==> config.mk <==
export PLATFORM = sky130hd
export DESIGN_NAME = mat_stage
export DESIGN_NICKNAME = d
export VERILOG_FILES = /design/src/rtl/mat_pkg.sv /design/src/rtl/mat_xbar.sv /design/src/rtl/mat_tcam.sv /design/src/rtl/mat_alu.sv /design/src/rtl/mat_stage.sv
export SDC_FILE = /design/constraint.sdc
export NUM_CORES = 2
export LEC_CHECK = 0
export BUFFER_PORTS_ARGS = -buffer_cell sky130_fd_sc_hd__buf_2
export CORE_MARGIN = 2
export CORE_UTILIZATION = 60
export CTS_CLUSTER_DIAMETER = 120
export CTS_CLUSTER_SIZE = 16
export DETAILED_ROUTE_END_ITERATION = 16
export PLACE_DENSITY = 0.85
export REMOVE_ABC_BUFFERS = 1
export SYNTH_ARGS = -nofsm -noshare
export SYNTH_HDL_FRONTEND = slang
export SYNTH_HIERARCHICAL = 1
export SYNTH_SLANG_ARGS = --single-unit
==> constraint.sdc <==
create_clock -name clk -period 12.62 [get_ports clk]
set_input_delay 0 -clock clk [delete_from_list [all_inputs] [get_ports clk]]
set_output_delay 0 -clock clk [all_outputs]
set_load 0.005 [all_outputs]
==> src/rtl/mat_pkg.sv <==
package mat_pkg;
  typedef enum logic [1:0] {
    OP_NOP  = 2'd0,
    OP_SET  = 2'd1,
    OP_ADD  = 2'd2,
    OP_COPY = 2'd3
  } op_e;

  typedef enum logic [1:0] {
    CFG_XBAR = 2'd0,
    CFG_CAM  = 2'd1,
    CFG_ACT  = 2'd2
  } cfg_kind_e;

  localparam int DEF_NF = 4;
  localparam int DEF_FW = 8;
  localparam int DEF_KS = 2;
  localparam int DEF_NE = 16;
endpackage

==> src/rtl/mat_xbar.sv <==
module mat_xbar #(
  parameter int NF = 4,
  parameter int FW = 8,
  parameter int KS = 2,
  localparam int IDXW = (NF > 1) ? $clog2(NF) : 1
) (
  input  logic [NF*FW-1:0] phv,
  input  logic [IDXW-1:0]  sel [KS],
  output logic [KS*FW-1:0] key
);
  for (genvar s = 0; s < KS; s++) begin : g_slot
    always_comb begin
      key[s*FW +: FW] = '0;
      for (int f = 0; f < NF; f++) begin
        if (sel[s] == IDXW'(f)) key[s*FW +: FW] = phv[f*FW +: FW];
      end
    end
  end
endmodule

==> src/rtl/mat_tcam.sv <==
module mat_tcam #(
  parameter int KW = 16,
  parameter int NE = 16,
  localparam int EW = (NE > 1) ? $clog2(NE) : 1
) (
  input  logic [KW-1:0] key,
  input  logic [KW-1:0] ent_val [NE],
  input  logic [KW-1:0] ent_msk [NE],
  input  logic [NE-1:0] ent_vld,
  output logic          hit,
  output logic [EW-1:0] hit_idx
);
  logic [NE-1:0] match;

  for (genvar e = 0; e < NE; e++) begin : g_ent
    assign match[e] = ent_vld[e] && (((key ^ ent_val[e]) & ent_msk[e]) == '0);
  end

  always_comb begin
    hit     = 1'b0;
    hit_idx = '0;
    for (int e = NE - 1; e >= 0; e--) begin
      if (match[e]) begin
        hit     = 1'b1;
        hit_idx = EW'(e);
      end
    end
  end

  always_comb begin
    if (hit) begin

      hit_match_chk: assert (match[hit_idx]);
    end else begin

      miss_none_chk: assert (match == '0);
    end
  end
endmodule

==> src/rtl/mat_alu.sv <==
module mat_alu
  import mat_pkg::*;
#(
  parameter int NF = 4,
  parameter int FW = 8,
  localparam int IDXW = (NF > 1) ? $clog2(NF) : 1,
  localparam int SOPW = 2 + IDXW
) (
  input  logic [NF*FW-1:0]   phv_i,
  input  logic [NF*SOPW-1:0] instr,
  input  logic [NF*FW-1:0]   adata,
  output logic [NF*FW-1:0]   phv_o
);
  for (genvar f = 0; f < NF; f++) begin : g_fld
    op_e             op;
    logic [IDXW-1:0] src;
    logic [FW-1:0]   cval;
    logic [FW-1:0]   orig;
    logic [FW-1:0]   dat;

    assign op   = op_e'(instr[f*SOPW +: 2]);
    assign src  = instr[f*SOPW + 2 +: IDXW];
    assign orig = phv_i[f*FW +: FW];
    assign dat  = adata[f*FW +: FW];

    always_comb begin
      cval = '0;
      for (int k = 0; k < NF; k++) begin
        if (src == IDXW'(k)) cval = phv_i[k*FW +: FW];
      end
    end

    always_comb begin
      unique case (op)
        OP_SET:  phv_o[f*FW +: FW] = dat;
        OP_ADD:  phv_o[f*FW +: FW] = orig + dat;
        OP_COPY: phv_o[f*FW +: FW] = cval;
        default: phv_o[f*FW +: FW] = orig;
      endcase
    end
  end
endmodule

==> src/rtl/mat_stage.sv <==
module mat_stage
  import mat_pkg::*;
#(
  parameter int NF = DEF_NF,
  parameter int FW = DEF_FW,
  parameter int KS = DEF_KS,
  parameter int NE = DEF_NE,
  localparam int IDXW = (NF > 1) ? $clog2(NF) : 1,
  localparam int SW   = (KS > 1) ? $clog2(KS) : 1,
  localparam int EW   = (NE > 1) ? $clog2(NE) : 1,
  localparam int AW   = $clog2(NE + 1),
  localparam int KW   = KS * FW,
  localparam int SOPW = 2 + IDXW,
  localparam int IW   = NF * SOPW,
  localparam int PW   = NF * FW,
  localparam int AEW  = IW + PW,
  localparam int CFGW = (AEW > 2 * KW + 1) ? AEW : 2 * KW + 1
) (
  input  logic            clk,
  input  logic            rst_n,
  input  logic            in_valid,
  output logic            in_ready,
  input  logic [PW-1:0]   in_phv,
  output logic            out_valid,
  input  logic            out_ready,
  output logic [PW-1:0]   out_phv,
  input  logic            cfg_we,
  input  logic [1:0]      cfg_kind,
  input  logic [AW-1:0]   cfg_addr,
  input  logic [CFGW-1:0] cfg_wdata
);
  // configuration storage
  logic [IDXW-1:0] xsel    [KS];
  logic [KW-1:0]   cam_val [NE];
  logic [KW-1:0]   cam_msk [NE];
  logic [NE-1:0]   cam_vld;
  logic [AEW-1:0]  act_mem [NE+1];

  always_ff @(posedge clk or negedge rst_n) begin
    if (!rst_n) begin
      for (int s = 0; s < KS; s++) xsel[s] <= IDXW'(s % NF);
      for (int e = 0; e < NE; e++) begin
        cam_val[e] <= '0;
        cam_msk[e] <= '0;
      end
      cam_vld <= '0;
      for (int a = 0; a <= NE; a++) act_mem[a] <= '0;
    end else if (cfg_we) begin
      if (cfg_kind == CFG_XBAR && cfg_addr < AW'(KS))
        xsel[cfg_addr[SW-1:0]] <= cfg_wdata[IDXW-1:0];
      if (cfg_kind == CFG_CAM && cfg_addr < AW'(NE)) begin
        cam_val[cfg_addr[EW-1:0]] <= cfg_wdata[KW-1:0];
        cam_msk[cfg_addr[EW-1:0]] <= cfg_wdata[2*KW-1:KW];
        cam_vld[cfg_addr[EW-1:0]] <= cfg_wdata[2*KW];
      end
      if (cfg_kind == CFG_ACT && cfg_addr <= AW'(NE))
        act_mem[cfg_addr] <= cfg_wdata[AEW-1:0];
    end
  end

  // key build and lookup on the input PHV
  logic [KW-1:0] key;
  logic          hit;
  logic [EW-1:0] hit_idx;
  logic [AW-1:0] act_sel;

  mat_xbar #(.NF(NF), .FW(FW), .KS(KS)) u_xbar (
    .phv (in_phv),
    .sel (xsel),
    .key (key)
  );

  mat_tcam #(.KW(KW), .NE(NE)) u_tcam (
    .key     (key),
    .ent_val (cam_val),
    .ent_msk (cam_msk),
    .ent_vld (cam_vld),
    .hit     (hit),
    .hit_idx (hit_idx)
  );

  assign act_sel = hit ? AW'(hit_idx) : AW'(NE);

  // two-stage pipeline
  logic           s1_valid, s2_valid;
  logic [PW-1:0]  s1_phv, s2_phv;
  logic [AEW-1:0] s1_act;
  logic [PW-1:0]  alu_phv;
  logic           en1, en2;

  assign en2      = out_ready || !s2_valid;
  assign en1      = en2 || !s1_valid;
  assign in_ready = en1;

  always_ff @(posedge clk or negedge rst_n) begin
    if (!rst_n) begin
      s1_valid <= 1'b0;
      s1_phv   <= '0;
      s1_act   <= '0;
    end else if (en1) begin
      s1_valid <= in_valid;
      if (in_valid) begin
        s1_phv <= in_phv;
        s1_act <= act_mem[act_sel];
      end
    end
  end

  mat_alu #(.NF(NF), .FW(FW)) u_alu (
    .phv_i (s1_phv),
    .instr (s1_act[IW-1:0]),
    .adata (s1_act[AEW-1:IW]),
    .phv_o (alu_phv)
  );

  always_ff @(posedge clk or negedge rst_n) begin
    if (!rst_n) begin
      s2_valid <= 1'b0;
      s2_phv   <= '0;
    end else if (en2) begin
      s2_valid <= s1_valid;
      if (s1_valid) s2_phv <= alu_phv;
    end
  end

  assign out_valid = s2_valid;
  assign out_phv   = s2_phv;


  out_hold_chk: assert property (@(posedge clk) disable iff (!rst_n)
    (out_valid && !out_ready) |=> (out_valid && $stable(out_phv)));


  lat_two_chk: assert property (@(posedge clk) disable iff (!rst_n)
    (in_valid && in_ready) ##1 out_ready |=> out_valid);


  full_stall_chk: assert property (@(posedge clk) disable iff (!rst_n)
    (s1_valid && out_valid && !out_ready) |-> !in_ready);


  out_src_chk: assert property (@(posedge clk) disable iff (!rst_n)
    $rose(out_valid) |-> $past(s1_valid));
endmodule

==> reports/summary.txt <==
chip height: 342 µm
WHS Path Cells: 2
leak pwr: 34.8 nW
Rows: 123
Yosys reg bits: 1462
Slew Limit Fails: 0
post_cts resized: 0
CTS tree: yes
largest net degree at the start of global routing: 187
power per cell area: 168 nW/µm²
antenna viol nets, final: 0
GR Util All Layers: 32.2%
crit-path max FO: 106
number of enable flip-flop cells after synthesis: 0
register area share after synthesis: 53.5%
final std cells w/o fill: 6596
Detailed Route Iter0 Violations: 5408
WS Path Type: flop to flop
worst r2r path cells: 15
synth warn: 6
final setup fails: 0
DIE AREA: 117000 µm²
final count of hold timing violations: 0
area of the multi-input gates: 29900 µm²
filler instances: 7893
initial antenna violation count: 19
Worst EP arrival: 7.20 ns
ys flop type: dfrtp_1
Max Clock Skew: 0.0373 ns
wire length on met2: 86300 µm
Relative slew margins: 12.1%
Post-CTS Hold Buffers: 59
crit path time final: 6.62 ns
synthesized area per cell: 13.3 µm²
share of post-route cells with drive strength above 1: 36.9%
register area: 36600 µm²
post-CTS setup buffer count: 0
Clk Tree Root Cell: clkbuf_16
Area contributors post-synth: dfrtp_1, mux2_2, xor2_1
post-synthesis cell count: 5161
CP endpoint kind: flop
worst-skew pair later-pin latency: 0.72 ns
vias in the first global route: 45500
Slew @ Worst Pin: 1.32 ns
nets@finish: 5188
I/O Pins: 126
die width: 342 µm
top routing layer used: met5
leading area contributor after synthesis: dfrtp_1
wire length on met1: 73600 µm
Worst VDD drop: 0.000267 V
Residual DRC: 0
Routed WL: 188000 µm
HPWL Detailed: 108000 µm
drt via density: 6.76
TritonCTS Buffers: 101
port bufs: 125
maxcap violations: 0
Final GP Congestion: 0.903
Initial Util: 60.7%
placed insts: 6402
fin crit share: 52.4%
Netlist cell types: 79
RSZ-0062 raised after global routing: no
global-route wire length before repair: 284000 µm
share of the synthesized area in the top cell type: 53.4%
Congestion Overflow GR: 0
Syn-to-layout area delta: 6.59%
synthesized cell area: 68400 µm²
H-Tree Depth: 3
status: finished, final reports clean
final hold slack: 0.0455 ns
DR pass1 iterations: 6
fraction of registers with async set/reset: 100%
WP data required: 13.20 ns
CP Launch Type: flop
max frequency: 0.151 GHz
drt wl/cell: 28.5 µm
metal3 WL: 19700 µm
Core Area: 113000 µm²
Vias: 44600
worst hold path type: input port to flop
CTS max path bufs: 3
CTS clock-pin slew for the worst setup and hold paths: 0.07 ns
CTS sink count: 1462
cells by family after synthesis:
logic type	synth area share (%)
xor gates and xnor gates	3.53
muxes	28.7
adders and majority gates	0.629
buffers and inverters	3.18
and+or+nand+nor	4.17
DFF	53.5
AOI/OAI and AO/OA	6.30
final timing paths:
| path | to | slack [ns] | from |
|---|---|---|---|
| setup / recovery | s1_act[1] | 6.00 | xsel[2] |
| hold / removal | act_mem[594] | 0.05 | cfg_wdata[18] |
| setup reg to reg | s1_act[1] | 6.00 | xsel[2] |
| hold reg to reg | act_mem[306] | 0.50 | act_mem[306] |
| max in group asynchronous | act_mem[522] | 9.23 | rst_n |
| min in group asynchronous | cam_msk[126] | 0.36 | rst_n |
synth_stat cells, types with 62 or more instances:
cell type and number:
o21ai_0 155, buf_2 115, dfrtp_1 1461, a21oi_1 70, a221oi_1 105, mux2_2 1458
mux2i_1 184, a22oi_1 112, clkbuf_1 238, xor2_1 265, nand2_1 286, o22ai_1 62
nor2_1 65
per-stage QoR:
step	power [mW]	instance area, µm²	utilization, %	worst slack, ns	setup TNS [ns]
3_5_place_dp	9.12	69600	61.7	6.19	0
5_1_grt	12.7	72900	64.6	5.81	0
6_report	12.2	72900	64.7	6.00	0
4_1_cts	12.1	72900	64.6	6.17	0
2_1_floorplan	8.20	66300	-	-19.87	-930.71
3_3_place_gp	9.01	69600	61.7	6.26	0
sequential cells by signal, summed over array words and instances, names as in the netlist:
name / count
out_valid: 1
s1_phv: 32
cam_val: 256
xsel: 4
act_mem: 816
s1_act: 48
out_phv: 32
cam_vld: 16
cam_msk: 256
s1_valid: 1
worst max-delay path: stages, from the launching register on:
cell	delay [ns]
dfrtp_1	0.67
mux4_2	0.91
xor2_1	0.26
a22o_1	0.29
a221oi_1	0.39
nand4_1	0.20
nor2_1	0.39
nand2b_1	0.17
o21ai_0	0.14
o31ai_4	0.33
buf_12	0.54
nand2_2	0.94
mux2i_1	0.45
o22ai_1	0.11
nor4_1	0.37
a21oi_1	0.13
area by class of cell:
| cell class | instances | area share [%] |
|---|---|---|
| tap | 1500 | 2.57 |
| clock buffer | 115 | 3.60 |
| clock inverter | 5 | 0.0926 |
| antenna | 15 | 0.0515 |
| inverter | 13 | 0.0669 |
| timing repair buffer | 255 | 2.55 |
| sequential | 1462 | 50.2 |
| multi-input combinational | 3231 | 40.9 |
power by group:
| part | internal (mW) | switching [mW] |
|---|---|---|
| registers | 5.17 | 0.493 |
| logic | 1.44 | 2.08 |
| clock network | 1.46 | 1.59 |
| total | 8.06 | 4.16 |
metal layers:
layer  up-vias  track usage, %
li1      18400               -
met1     23300            44.4
met5         -               0
met4        14            13.1
met3       550            6.93
met2      2291            49.9
cell usage in the layout, fill, tap and decap left out, types with 16 or more instances in the layout:
master and instances:
a31oi_1 29, nor4_1 20, nor2_1 58, a22oi_1 112, and2_1 50, buf_4 65, o21ai_0 155, a221oi_1 105
buf_2 124, nor2b_1 22, clkbuf_16 103, mux2_2 1458, mux2i_1 184, nand2b_1 16, dlygate4sd3_1 58, nand4_1 37
xor2_1 265, mux4_2 61, or3_1 27, a21oi_1 70, o221ai_1 26, o22ai_1 62, nand2_1 281, dfrtp_1 1461
ha_1 28
(Power assumes the default switching activity.)
